**config.mk**
```make
export PLATFORM = sky130hd
export DESIGN_NAME = rm_pwm_timer
export DESIGN_NICKNAME = d
export VERILOG_FILES = /design/src/rtl/rm_pwm_pkg.sv /design/src/rtl/rm_pwm_regs.sv /design/src/rtl/rm_pwm_counter.sv /design/src/rtl/rm_pwm_shaper.sv /design/src/rtl/rm_pwm_timer.sv
export SDC_FILE = /design/constraint.sdc
export NUM_CORES = 1
export LEC_CHECK = 0
export BUFFER_PORTS_ARGS = -buffer_cell sky130_fd_sc_hd__buf_2
export CAP_MARGIN = 15
export CORE_ASPECT_RATIO = 0.7
export CORE_UTILIZATION = 40
export CTS_CLUSTER_DIAMETER = 40
export DETAILED_ROUTE_END_ITERATION = 10
export GPL_TIMING_DRIVEN = 0
export HOLD_SLACK_MARGIN = 0.02
export PLACE_DENSITY = 0.69
export SYNTH_ARGS = -nofsm -noshare
export SYNTH_HDL_FRONTEND = slang
export SYNTH_SLANG_ARGS = --single-unit
```
**constraint.sdc**
```tcl
create_clock -name clk -period 6 [get_ports clk]
set_input_delay 0.9 -clock clk [delete_from_list [all_inputs] [get_ports clk]]
set_output_delay 0.9 -clock clk [all_outputs]
set_load 0.01 [all_outputs]
```
**src/rtl/rm_pwm_pkg.sv**
```systemverilog
package rm_pwm_pkg;
    typedef enum logic [1:0] {
        SEL_LOAD  = 2'd0,
        SEL_MATCH = 2'd1,
        SEL_CTRL  = 2'd2,
        SEL_NONE  = 2'd3
    } reg_sel_e;

    localparam int CTRL_RUN = 0;
    localparam int CTRL_POL = 1;
    localparam int CTRL_CLR = 2;

    localparam int STAT_RUN = 0;
    localparam int STAT_POL = 1;
    localparam int STAT_ERR = 2;
    localparam int STAT_BAD = 3;
endpackage

```
**src/rtl/rm_pwm_regs.sv**
```systemverilog
module rm_pwm_regs
    import rm_pwm_pkg::*;
#(
    parameter int unsigned WIDTH = 32
) (
    input  logic             clk,
    input  logic             rst_n,
    input  logic             wr_en,
    input  logic [1:0]       wr_addr,
    input  logic [WIDTH-1:0] wr_data,
    output logic [WIDTH-1:0] load_o,
    output logic [WIDTH-1:0] match_o,
    output logic             run_o,
    output logic             pol_o,
    output logic             err_o,
    output logic             start_o
);
    localparam logic [WIDTH-1:0] RST_COUNT = {{(WIDTH-1){1'b1}}, 1'b0};

    typedef struct packed {
        logic [WIDTH-1:0] load;
        logic [WIDTH-1:0] match;
        logic             run;
        logic             pol;
        logic             err;
    } regs_t;

    regs_t    regs_d, regs_q;
    reg_sel_e sel;
    logic     start_d;

    assign sel = reg_sel_e'(wr_addr);

    always_comb begin
        regs_d  = regs_q;
        start_d = 1'b0;
        if (wr_en) begin
            unique case (sel)
                SEL_LOAD: begin
                    if (regs_q.run) regs_d.err  = 1'b1;
                    else            regs_d.load = wr_data;
                end
                SEL_MATCH: begin
                    if (regs_q.run) regs_d.err   = 1'b1;
                    else            regs_d.match = wr_data;
                end
                SEL_CTRL: begin
                    regs_d.run = wr_data[CTRL_RUN];
                    regs_d.pol = wr_data[CTRL_POL];
                    if (wr_data[CTRL_CLR]) regs_d.err = 1'b0;
                    start_d = wr_data[CTRL_RUN] && !regs_q.run;
                end
                default: ;
            endcase
        end
    end

    always_ff @(posedge clk or negedge rst_n) begin
        if (!rst_n) begin
            regs_q <= '{load: RST_COUNT, match: RST_COUNT, run: 1'b0, pol: 1'b0, err: 1'b0};
        end else begin
            regs_q <= regs_d;
        end
    end

    assign load_o  = regs_q.load;
    assign match_o = regs_q.match;
    assign run_o   = regs_q.run;
    assign pol_o   = regs_q.pol;
    assign err_o   = regs_q.err;
    assign start_o = start_d;


    load_locked_chk: assert property (@(posedge clk) disable iff (!rst_n)
        (run_o && wr_en && sel == SEL_LOAD) |=> ($stable(load_o) && err_o));


    match_locked_chk: assert property (@(posedge clk) disable iff (!rst_n)
        (run_o && wr_en && sel == SEL_MATCH) |=> ($stable(match_o) && err_o));


    err_sticky_chk: assert property (@(posedge clk) disable iff (!rst_n)
        (err_o && !(wr_en && sel == SEL_CTRL && wr_data[CTRL_CLR])) |=> err_o);
endmodule

```
**src/rtl/rm_pwm_counter.sv**
```systemverilog
module rm_pwm_counter #(
    parameter int unsigned WIDTH = 32
) (
    input  logic             clk,
    input  logic             rst_n,
    input  logic             start_i,
    input  logic             run_i,
    input  logic [WIDTH-1:0] load_i,
    output logic [WIDTH-1:0] cnt_o
);
    localparam logic [WIDTH-1:0] ALL_ONES  = '1;
    localparam logic [WIDTH-1:0] RST_COUNT = {{(WIDTH-1){1'b1}}, 1'b0};

    typedef struct packed {
        logic [WIDTH-1:0] cnt;
    } cnt_t;

    cnt_t cnt_d, cnt_q;

    always_comb begin
        cnt_d = cnt_q;
        if (start_i) begin
            cnt_d.cnt = load_i;
        end else if (run_i) begin
            if (cnt_q.cnt == ALL_ONES) cnt_d.cnt = load_i;
            else                       cnt_d.cnt = cnt_q.cnt + 1'b1;
        end
    end

    always_ff @(posedge clk or negedge rst_n) begin
        if (!rst_n) cnt_q <= '{cnt: RST_COUNT};
        else        cnt_q <= cnt_d;
    end

    assign cnt_o = cnt_q.cnt;


    start_load_chk: assert property (@(posedge clk) disable iff (!rst_n)
        start_i |=> (cnt_o == $past(load_i)));


    wrap_reload_chk: assert property (@(posedge clk) disable iff (!rst_n)
        (run_i && !start_i && cnt_o == ALL_ONES) |=> (cnt_o == $past(load_i)));


    step_up_chk: assert property (@(posedge clk) disable iff (!rst_n)
        (run_i && !start_i && cnt_o != ALL_ONES) |=> (cnt_o == $past(cnt_o) + 1'b1));


    frozen_chk: assert property (@(posedge clk) disable iff (!rst_n)
        (!run_i && !start_i) |=> $stable(cnt_o));
endmodule

```
**src/rtl/rm_pwm_shaper.sv**
```systemverilog
module rm_pwm_shaper #(
    parameter int unsigned WIDTH = 32
) (
    input  logic             clk,
    input  logic             rst_n,
    input  logic             run_i,
    input  logic             pol_i,
    input  logic [WIDTH-1:0] cnt_i,
    input  logic [WIDTH-1:0] load_i,
    input  logic [WIDTH-1:0] match_i,
    output logic             pwm_o,
    output logic             bad_o
);
    localparam logic [WIDTH-1:0] ALL_ONES = '1;

    logic bad;
    logic active;

    always_comb begin
        bad    = (load_i > match_i) || (match_i == ALL_ONES);
        active = run_i && !bad && (cnt_i >= load_i) && (cnt_i <= match_i);
    end

    assign pwm_o = active ^ pol_i;
    assign bad_o = bad;


    bad_idle_chk: assert property (@(posedge clk) disable iff (!rst_n)
        bad_o |-> (pwm_o == pol_i));


    stop_idle_chk: assert property (@(posedge clk) disable iff (!rst_n)
        !run_i |-> (pwm_o == pol_i));


    load_active_chk: assert property (@(posedge clk) disable iff (!rst_n)
        (run_i && !bad_o && cnt_i == load_i) |-> (pwm_o != pol_i));


    tail_idle_chk: assert property (@(posedge clk) disable iff (!rst_n)
        (run_i && cnt_i == ALL_ONES) |-> (pwm_o == pol_i));
endmodule

```
**src/rtl/rm_pwm_timer.sv**
```systemverilog
module rm_pwm_timer
    import rm_pwm_pkg::*;
#(
    parameter int unsigned WIDTH = 32
) (
    input  logic             clk,
    input  logic             rst_n,
    input  logic             wr_en,
    input  logic [1:0]       wr_addr,
    input  logic [WIDTH-1:0] wr_data,
    input  logic [1:0]       rd_addr,
    output logic [WIDTH-1:0] rd_data,
    output logic             pwm_out,
    output logic             cfg_bad
);
    logic [WIDTH-1:0] load_w, match_w, cnt_w;
    logic             run_w, pol_w, err_w, start_w, bad_w;

    rm_pwm_regs #(.WIDTH(WIDTH)) u_regs (
        .clk     (clk),
        .rst_n   (rst_n),
        .wr_en   (wr_en),
        .wr_addr (wr_addr),
        .wr_data (wr_data),
        .load_o  (load_w),
        .match_o (match_w),
        .run_o   (run_w),
        .pol_o   (pol_w),
        .err_o   (err_w),
        .start_o (start_w)
    );

    rm_pwm_counter #(.WIDTH(WIDTH)) u_cnt (
        .clk     (clk),
        .rst_n   (rst_n),
        .start_i (start_w),
        .run_i   (run_w),
        .load_i  (load_w),
        .cnt_o   (cnt_w)
    );

    rm_pwm_shaper #(.WIDTH(WIDTH)) u_shape (
        .clk     (clk),
        .rst_n   (rst_n),
        .run_i   (run_w),
        .pol_i   (pol_w),
        .cnt_i   (cnt_w),
        .load_i  (load_w),
        .match_i (match_w),
        .pwm_o   (pwm_out),
        .bad_o   (bad_w)
    );

    assign cfg_bad = bad_w;

    always_comb begin
        rd_data = '0;
        unique case (reg_sel_e'(rd_addr))
            SEL_LOAD:  rd_data = load_w;
            SEL_MATCH: rd_data = match_w;
            SEL_CTRL: begin
                rd_data[STAT_RUN] = run_w;
                rd_data[STAT_POL] = pol_w;
                rd_data[STAT_ERR] = err_w;
                rd_data[STAT_BAD] = bad_w;
            end
            default: rd_data = '0;
        endcase
    end


    start_active_chk: assert property (@(posedge clk) disable iff (!rst_n)
        (start_w && !bad_w && !(wr_en && wr_data[CTRL_POL] != pol_w)) |=> (run_w && (pwm_out != pol_w || cfg_bad)));
endmodule

```
# After elaboration in Yosys (flattened, before gate mapping)
# Index checks and enable logic that the tools add are counted.
[classes]
n_addsub = 1
order_cmp = 3
n_eq_ne = 8
mux = 10
n_bitwise = 2
reduce_logical = 16
[ops]
columns = ["operator", "n"]
rows = [
  ["two-way mux 32 bit", 3],
  ["== test 32 bit (second input constant)", 2],
  ["case mux 28 bit (2 select lines)", 1],
  ["adder 32 x 1 -> 32 bit (second input constant)", 1],
  ["greater-or-equal comparator 32 bit", 1],
  ["greater-than comparator 32 bit", 1],
  ["<= comparator 32 bit", 1],
  ["case mux 4 bit (3 select lines)", 1],
  ["AND reduction 3 bit", 2],
  ["== test 2 x 1 -> 1 bit (second input constant)", 2],
  ["== test 2 bit (second input constant)", 2],
  ["logical AND 1 bit", 4],
  ["logical NOT 2 bit", 2],
  ["two-way mux 1 bit", 4],
  ["AND reduction 4 bit", 1],
  ["nonzero test 2 bit", 2],
  ["logical NOT 1 bit", 2],
  ["!= test 2 x 1 -> 1 bit (second input constant)", 1],
  ["!= test 2 bit (second input constant)", 1],
  ["case mux 1 bit (2 select lines)", 1],
  ["AND reduction 2 bit", 1],
  ["OR reduction 2 bit", 1],
  ["logical OR 1 bit", 1],
  ["NOT 1 bit", 1],
  ["bitwise XOR 1 bit", 1],
]
[totals]
register_bits = 99
in_bits = 39
wordCells = 46

# Longest topological paths before layout
[logic_depth]
ltp_word = 7
mapped_depth = 9
depth_no_buf = 9

# By module
# A second synthesis with hierarchy kept.
[unflattened]
cells_unflattened = 801
hier_area_um2 = 8041.5
[modules_own_cells]
columns = ["module", "n_inst", "cells_per_inst", "area_per_inst_um2", "seq_area_each_um2"]
rows = [
  ["rm_pwm_regs", 1, 148, 2788.9, 1754.2],
  ["rm_pwm_shaper", 1, 323, 2404.8, 0.0],
  ["rm_pwm_counter", 1, 257, 2264.7, 839.6],
  ["rm_pwm_timer", 1, 73, 583.1, 0.0],
]

# Worst setup path after synthesis
# OpenSTA, ideal clock, no wires.
[synth_timing]
kind = "register -> output"
from = "register u_regs.regs_q[8], in the netlist u_regs.match_o[5]"
to = "output port pwm_out"
arrival_ns = 2.494
path_slack_ns = 2.606
path_stages_with_launch = 10
cell_sequence = "dfstp_2 > inv_1 > ha_1 > a21o_1 > nand3_1 > a211oi_1 > or4b_2 > a221oi_1 > o211ai_1 > xnor2_1"
[synth_between]
elab_chain_len = 7
[synth_rtl]
columns = ["element", "line_no", "rtl"]
rows = [
  ["from (decl)", "rm_pwm_regs.sv:28", "regs_t regs_d, regs_q;"],
  ["from (signal assigned)", "rm_pwm_regs.sv:60", "regs_q <= '{load: RST_COUNT, match: RST_COUNT, run: 1'b0, pol: 1'b0, err: 1'b0};"],
  ["from (signal assigned)", "rm_pwm_regs.sv:62", "regs_q <= regs_d;"],
  ["greater-than comparator 32 bit or == test 32 bit (tied branches)", "rm_pwm_shaper.sv:20", "bad = (load_i > match_i) || (match_i == ALL_ONES);"],
  ["logical OR 1 bit", "rm_pwm_shaper.sv:20", ""],
  ["logical NOT 1 bit", "rm_pwm_shaper.sv:21", "active = run_i && !bad && (cnt_i >= load_i) && (cnt_i <= match_i);"],
  ["logical AND 1 bit (2 in series)", "rm_pwm_shaper.sv:21", ""],
  ["logical AND 1 bit (*)", "rm_pwm_shaper.sv:21", ""],
  ["bitwise XOR 1 bit (*)", "rm_pwm_shaper.sv:24", "assign pwm_o = active ^ pol_i;"],
  ["to (decl)", "rm_pwm_timer.sv:13", "output logic pwm_out,"],
]
# Every way passes the cells marked *; elsewhere a longest branch is shown, timed or not.

# Worst setup path after layout
[layout_timing]
from = "register u_regs.regs_q[17], in the netlist u_regs.match_o[14]"
to = "output port pwm_out"
# The elaborated chain is that of the path after synthesis.

==> reports/qor.yml <==
synthesis:
  synth.distinct_cells: 62
  synth-async-reset-ratio_pct: 100.0
  synth.avg_cell_area_sq_um: 8.422
  yosys_warnings: 0
  synth_edf_count: 0
  syn-instance-count: 881
  ys_ff_latch: 99
  syn_nets: 1017
  yosysSeqAreaShare_pct: 34.96
  synth_flop_cell: "dfstp_2"
  syn_area_sq_mm: 0.007420
floorplanning:
  rows: 41
  initial_core_util_pct: 40.97
  io_pins: 73
  fp.dieW_microns: 164.8
  coreArea_sq_mm: 0.01811
  die_h_microns: 116.0
  dieArea_sq_mm: 0.01911
setup_path:
  worstPathRequired_ps: 5100
  worstPathArrival_ps: 3980
  critPathCaptureType: "primary output"
  setup.worst_path.start_class: "register"
  path_max_fanout: 3
  worstSetupPathType: "reg2out"
place:
  place.gp.congestion: 0.9382
  io_buffers: 70
  hpwlAfterDp_mm: 18.49
  dp_slack_ps: 1667
clocking:
  numCtsBuffers: 9
  htreeDepth: 3
  cts_tree: "yes"
  clk_pin_slew_worst_paths_ps: 70
  clock_latency_ps: 360
  cts_resized: 0
  cts_setup_buffers: 0
  clock-sinks: 99
  clock_tree.buffer_depth: 2
  cts_root_buffer: "clkbuf_16"
  cts_hold_buffers: 0
power_and_ir_drop:
  net-switching-power_w: 0.001335
  power_density_mw_per_mm2: 379.8
  power_frac_seq_pct: 40.0
  switching_share_pct: 41.87
  p_clk_share_pct: 19.1
  intPower_w: 0.001853
  p_comb_share_pct: 40.9
  vdd_drop_max_v: 0.0001435
  p_leak_nw: 3.670
final_layout:
  register_area_sq_mm: 0.002594
  multi_input_area_sq_mm: 0.004390
  final_core_util_pct: 46.35
  fillCellCount: 1813
  synthToLayoutAreaGrowth_pct: 13.12
  nNetsFinal: 1100
  n_antenna_cell: 0
  post_route_cells_drive_above_1_share_pct: 20.74
timing:
  setup_viol: 0
  setup_ws_ps: 1120
  final.period_utilization_pct: 81.33
  rsz0062_at_grt: "false"
  slew_violations: 0
  setup_tns_ps: 0
  clock.fmax_mhz: 204.9
  finalCriticalPeriod_ps: 4880
  hold_slack_ps: 537.5
  tightestPinTransition_ps: 1081
  slew_headroom_pct: 27.91
  skew_ps: 5.347
  hold_viol_final: 0
routing:
  ant_nets: 0
  drc: 0
  dr.pass1.iters: 5
  viasPerCell: 5.852
  num_vias: 7052
  drt-total-wl_mm: 23.97
  wl_per_cell_microns: 19.89
  drt-initial-drc-count: 864
grt:
  grt_pass1_wl_mm: 37.29
  grt_use_total_pct: 26.19
  grt_max_degree: 59
  overflow: 0
  antenna_found_initial: 0
  grt_pass1_vias: 6452
min_path:
  min_path_type: "reg2reg"
run:
  drv_cap: 0
status:
  status: "finished, final reports clean"
## area by class of cell
cell class                 count  share of cell area [%]
buffer                        37                   1.983
clock buffer                  11                   2.892
clock inverter                 5                  0.6261
inverter                      73                   3.265
multi-input combinational    672                   52.31
sequential                    99                   30.90
tap                          236                   3.518
timing repair buffer          72                   4.502
## routing by layer
layer  track usage, %  wire length [microns]  vias up
met1            41.41                  12110     3387
met2            35.35                   9271      304
li1                 -                      -     3330
met4            6.361                    386        0
met5                0                      0        -
met3            5.440                   2206       31
## cell usage after synthesis (3+ instances only)
library cell | n | area (sq um)
a31oi_1 | 6 | 37.54
o311ai_0 | 3 | 26.28
dfstp_2 | 93 | 2444
o21ai_0 | 100 | 500.5
a21o_1 | 5 | 37.54
o22ai_1 | 6 | 37.54
ha_1 | 97 | 1214
o31ai_1 | 3 | 22.52
nand2b_1 | 4 | 25.02
a21oi_1 | 76 | 380.4
o211ai_1 | 5 | 37.54
nand3_1 | 30 | 150.1
and3_1 | 4 | 25.02
inv_1 | 73 | 274.0
o21a_1 | 5 | 37.54
o21ai_1 | 3 | 15.01
a211oi_1 | 9 | 67.56
nor2b_1 | 4 | 25.02
mux2i_1 | 32 | 320.3
a221oi_1 | 3 | 26.28
nand4_1 | 31 | 193.9
nand2_1 | 117 | 439.2
nor3_1 | 12 | 60.06
nor2_1 | 67 | 251.5
or3_1 | 3 | 18.77
o2bb2ai_1 | 3 | 26.28
clkbuf_1 | 30 | 112.6
nor4_1 | 5 | 31.28
buf_1 | 3 | 11.26
dfrtp_1 | 6 | 150.1
## per-stage QoR
step                instances  power, W  cell area, sq um
finish                   1205  0.003188              8393
CTS                      1205  0.003165              8393
detailed placement       1189  0.002541              8098
global placement         1187  0.002508              8065
floorplan                 881  0.002075              7420
global route             1205  0.003430              8393
## cell usage in the layout (no fill, tap or decap), types with 12 or more instances in the layout
cell type	instances
a21oi_1	76
buf_2	71
clkbuf_1	31
dfstp_2	93
ha_1	97
inv_1	73
mux2i_1	32
nand2_1	117
nand3_1	30
nand4_1	31
nor2_1	67
nor3_1	12
o21ai_0	100
## cells by family (layout without fill, tap and decap cells)
logic type,after synthesis,after routing,synth area share [%]
simple gates,292,292,18.57
compound gates,248,248,19.44
buf+inv,110,198,5.936
flops,99,99,34.96
fa+ha+maj,97,97,16.36
mux,34,34,4.621
xor+xnor,1,1,0.1181
## worst max-delay path, stage by stage (launching register included)
cell,delay [ps]
dfstp_2,590
inv_1,90
ha_1,310
nand4_1,240
nor3_1,150
a21boi_0,170
or4b_2,640
a221oi_1,660
o211ai_1,350
xnor2_1,250
buf_2,160
## power by group through the flow
stage                     Sequential [W]  Combinational [W]  Clock [W]
after floorplan                  0.00116           0.000918          0
after global placement           0.00126            0.00124          0
after detailed placement         0.00127            0.00127          0
after CTS                        0.00127            0.00128   0.000616
after global routing             0.00130            0.00149   0.000641
final                            0.00127            0.00130   0.000610
## flip-flops by register name, indices dropped and copies added (netlist names)
register / count
u_regs.pol_o: 1
u_regs.err_o: 1
u_cnt.cnt_o: 32
u_regs.match_o: 32
u_regs.load_o: 32
u_regs.run_o: 1
## final timing paths
check	depth (start not counted)	end	slack, ps	startpoint
max	10	pwm_out	1120	u_regs.match_o[14]
min	2	u_cnt.cnt_o[1]	540	u_regs.load_o[1]
max reg2reg	9	u_cnt.cnt_o[17]	3090	u_cnt.cnt_o[1]
min reg2reg	2	u_cnt.cnt_o[1]	540	u_regs.load_o[1]
max in group asynchronous	2	u_regs.load_o[11]	4600	rst_n
min in group asynchronous	1	u_regs.match_o[30]	1000	rst_n
(Power assumes the default switching activity.)
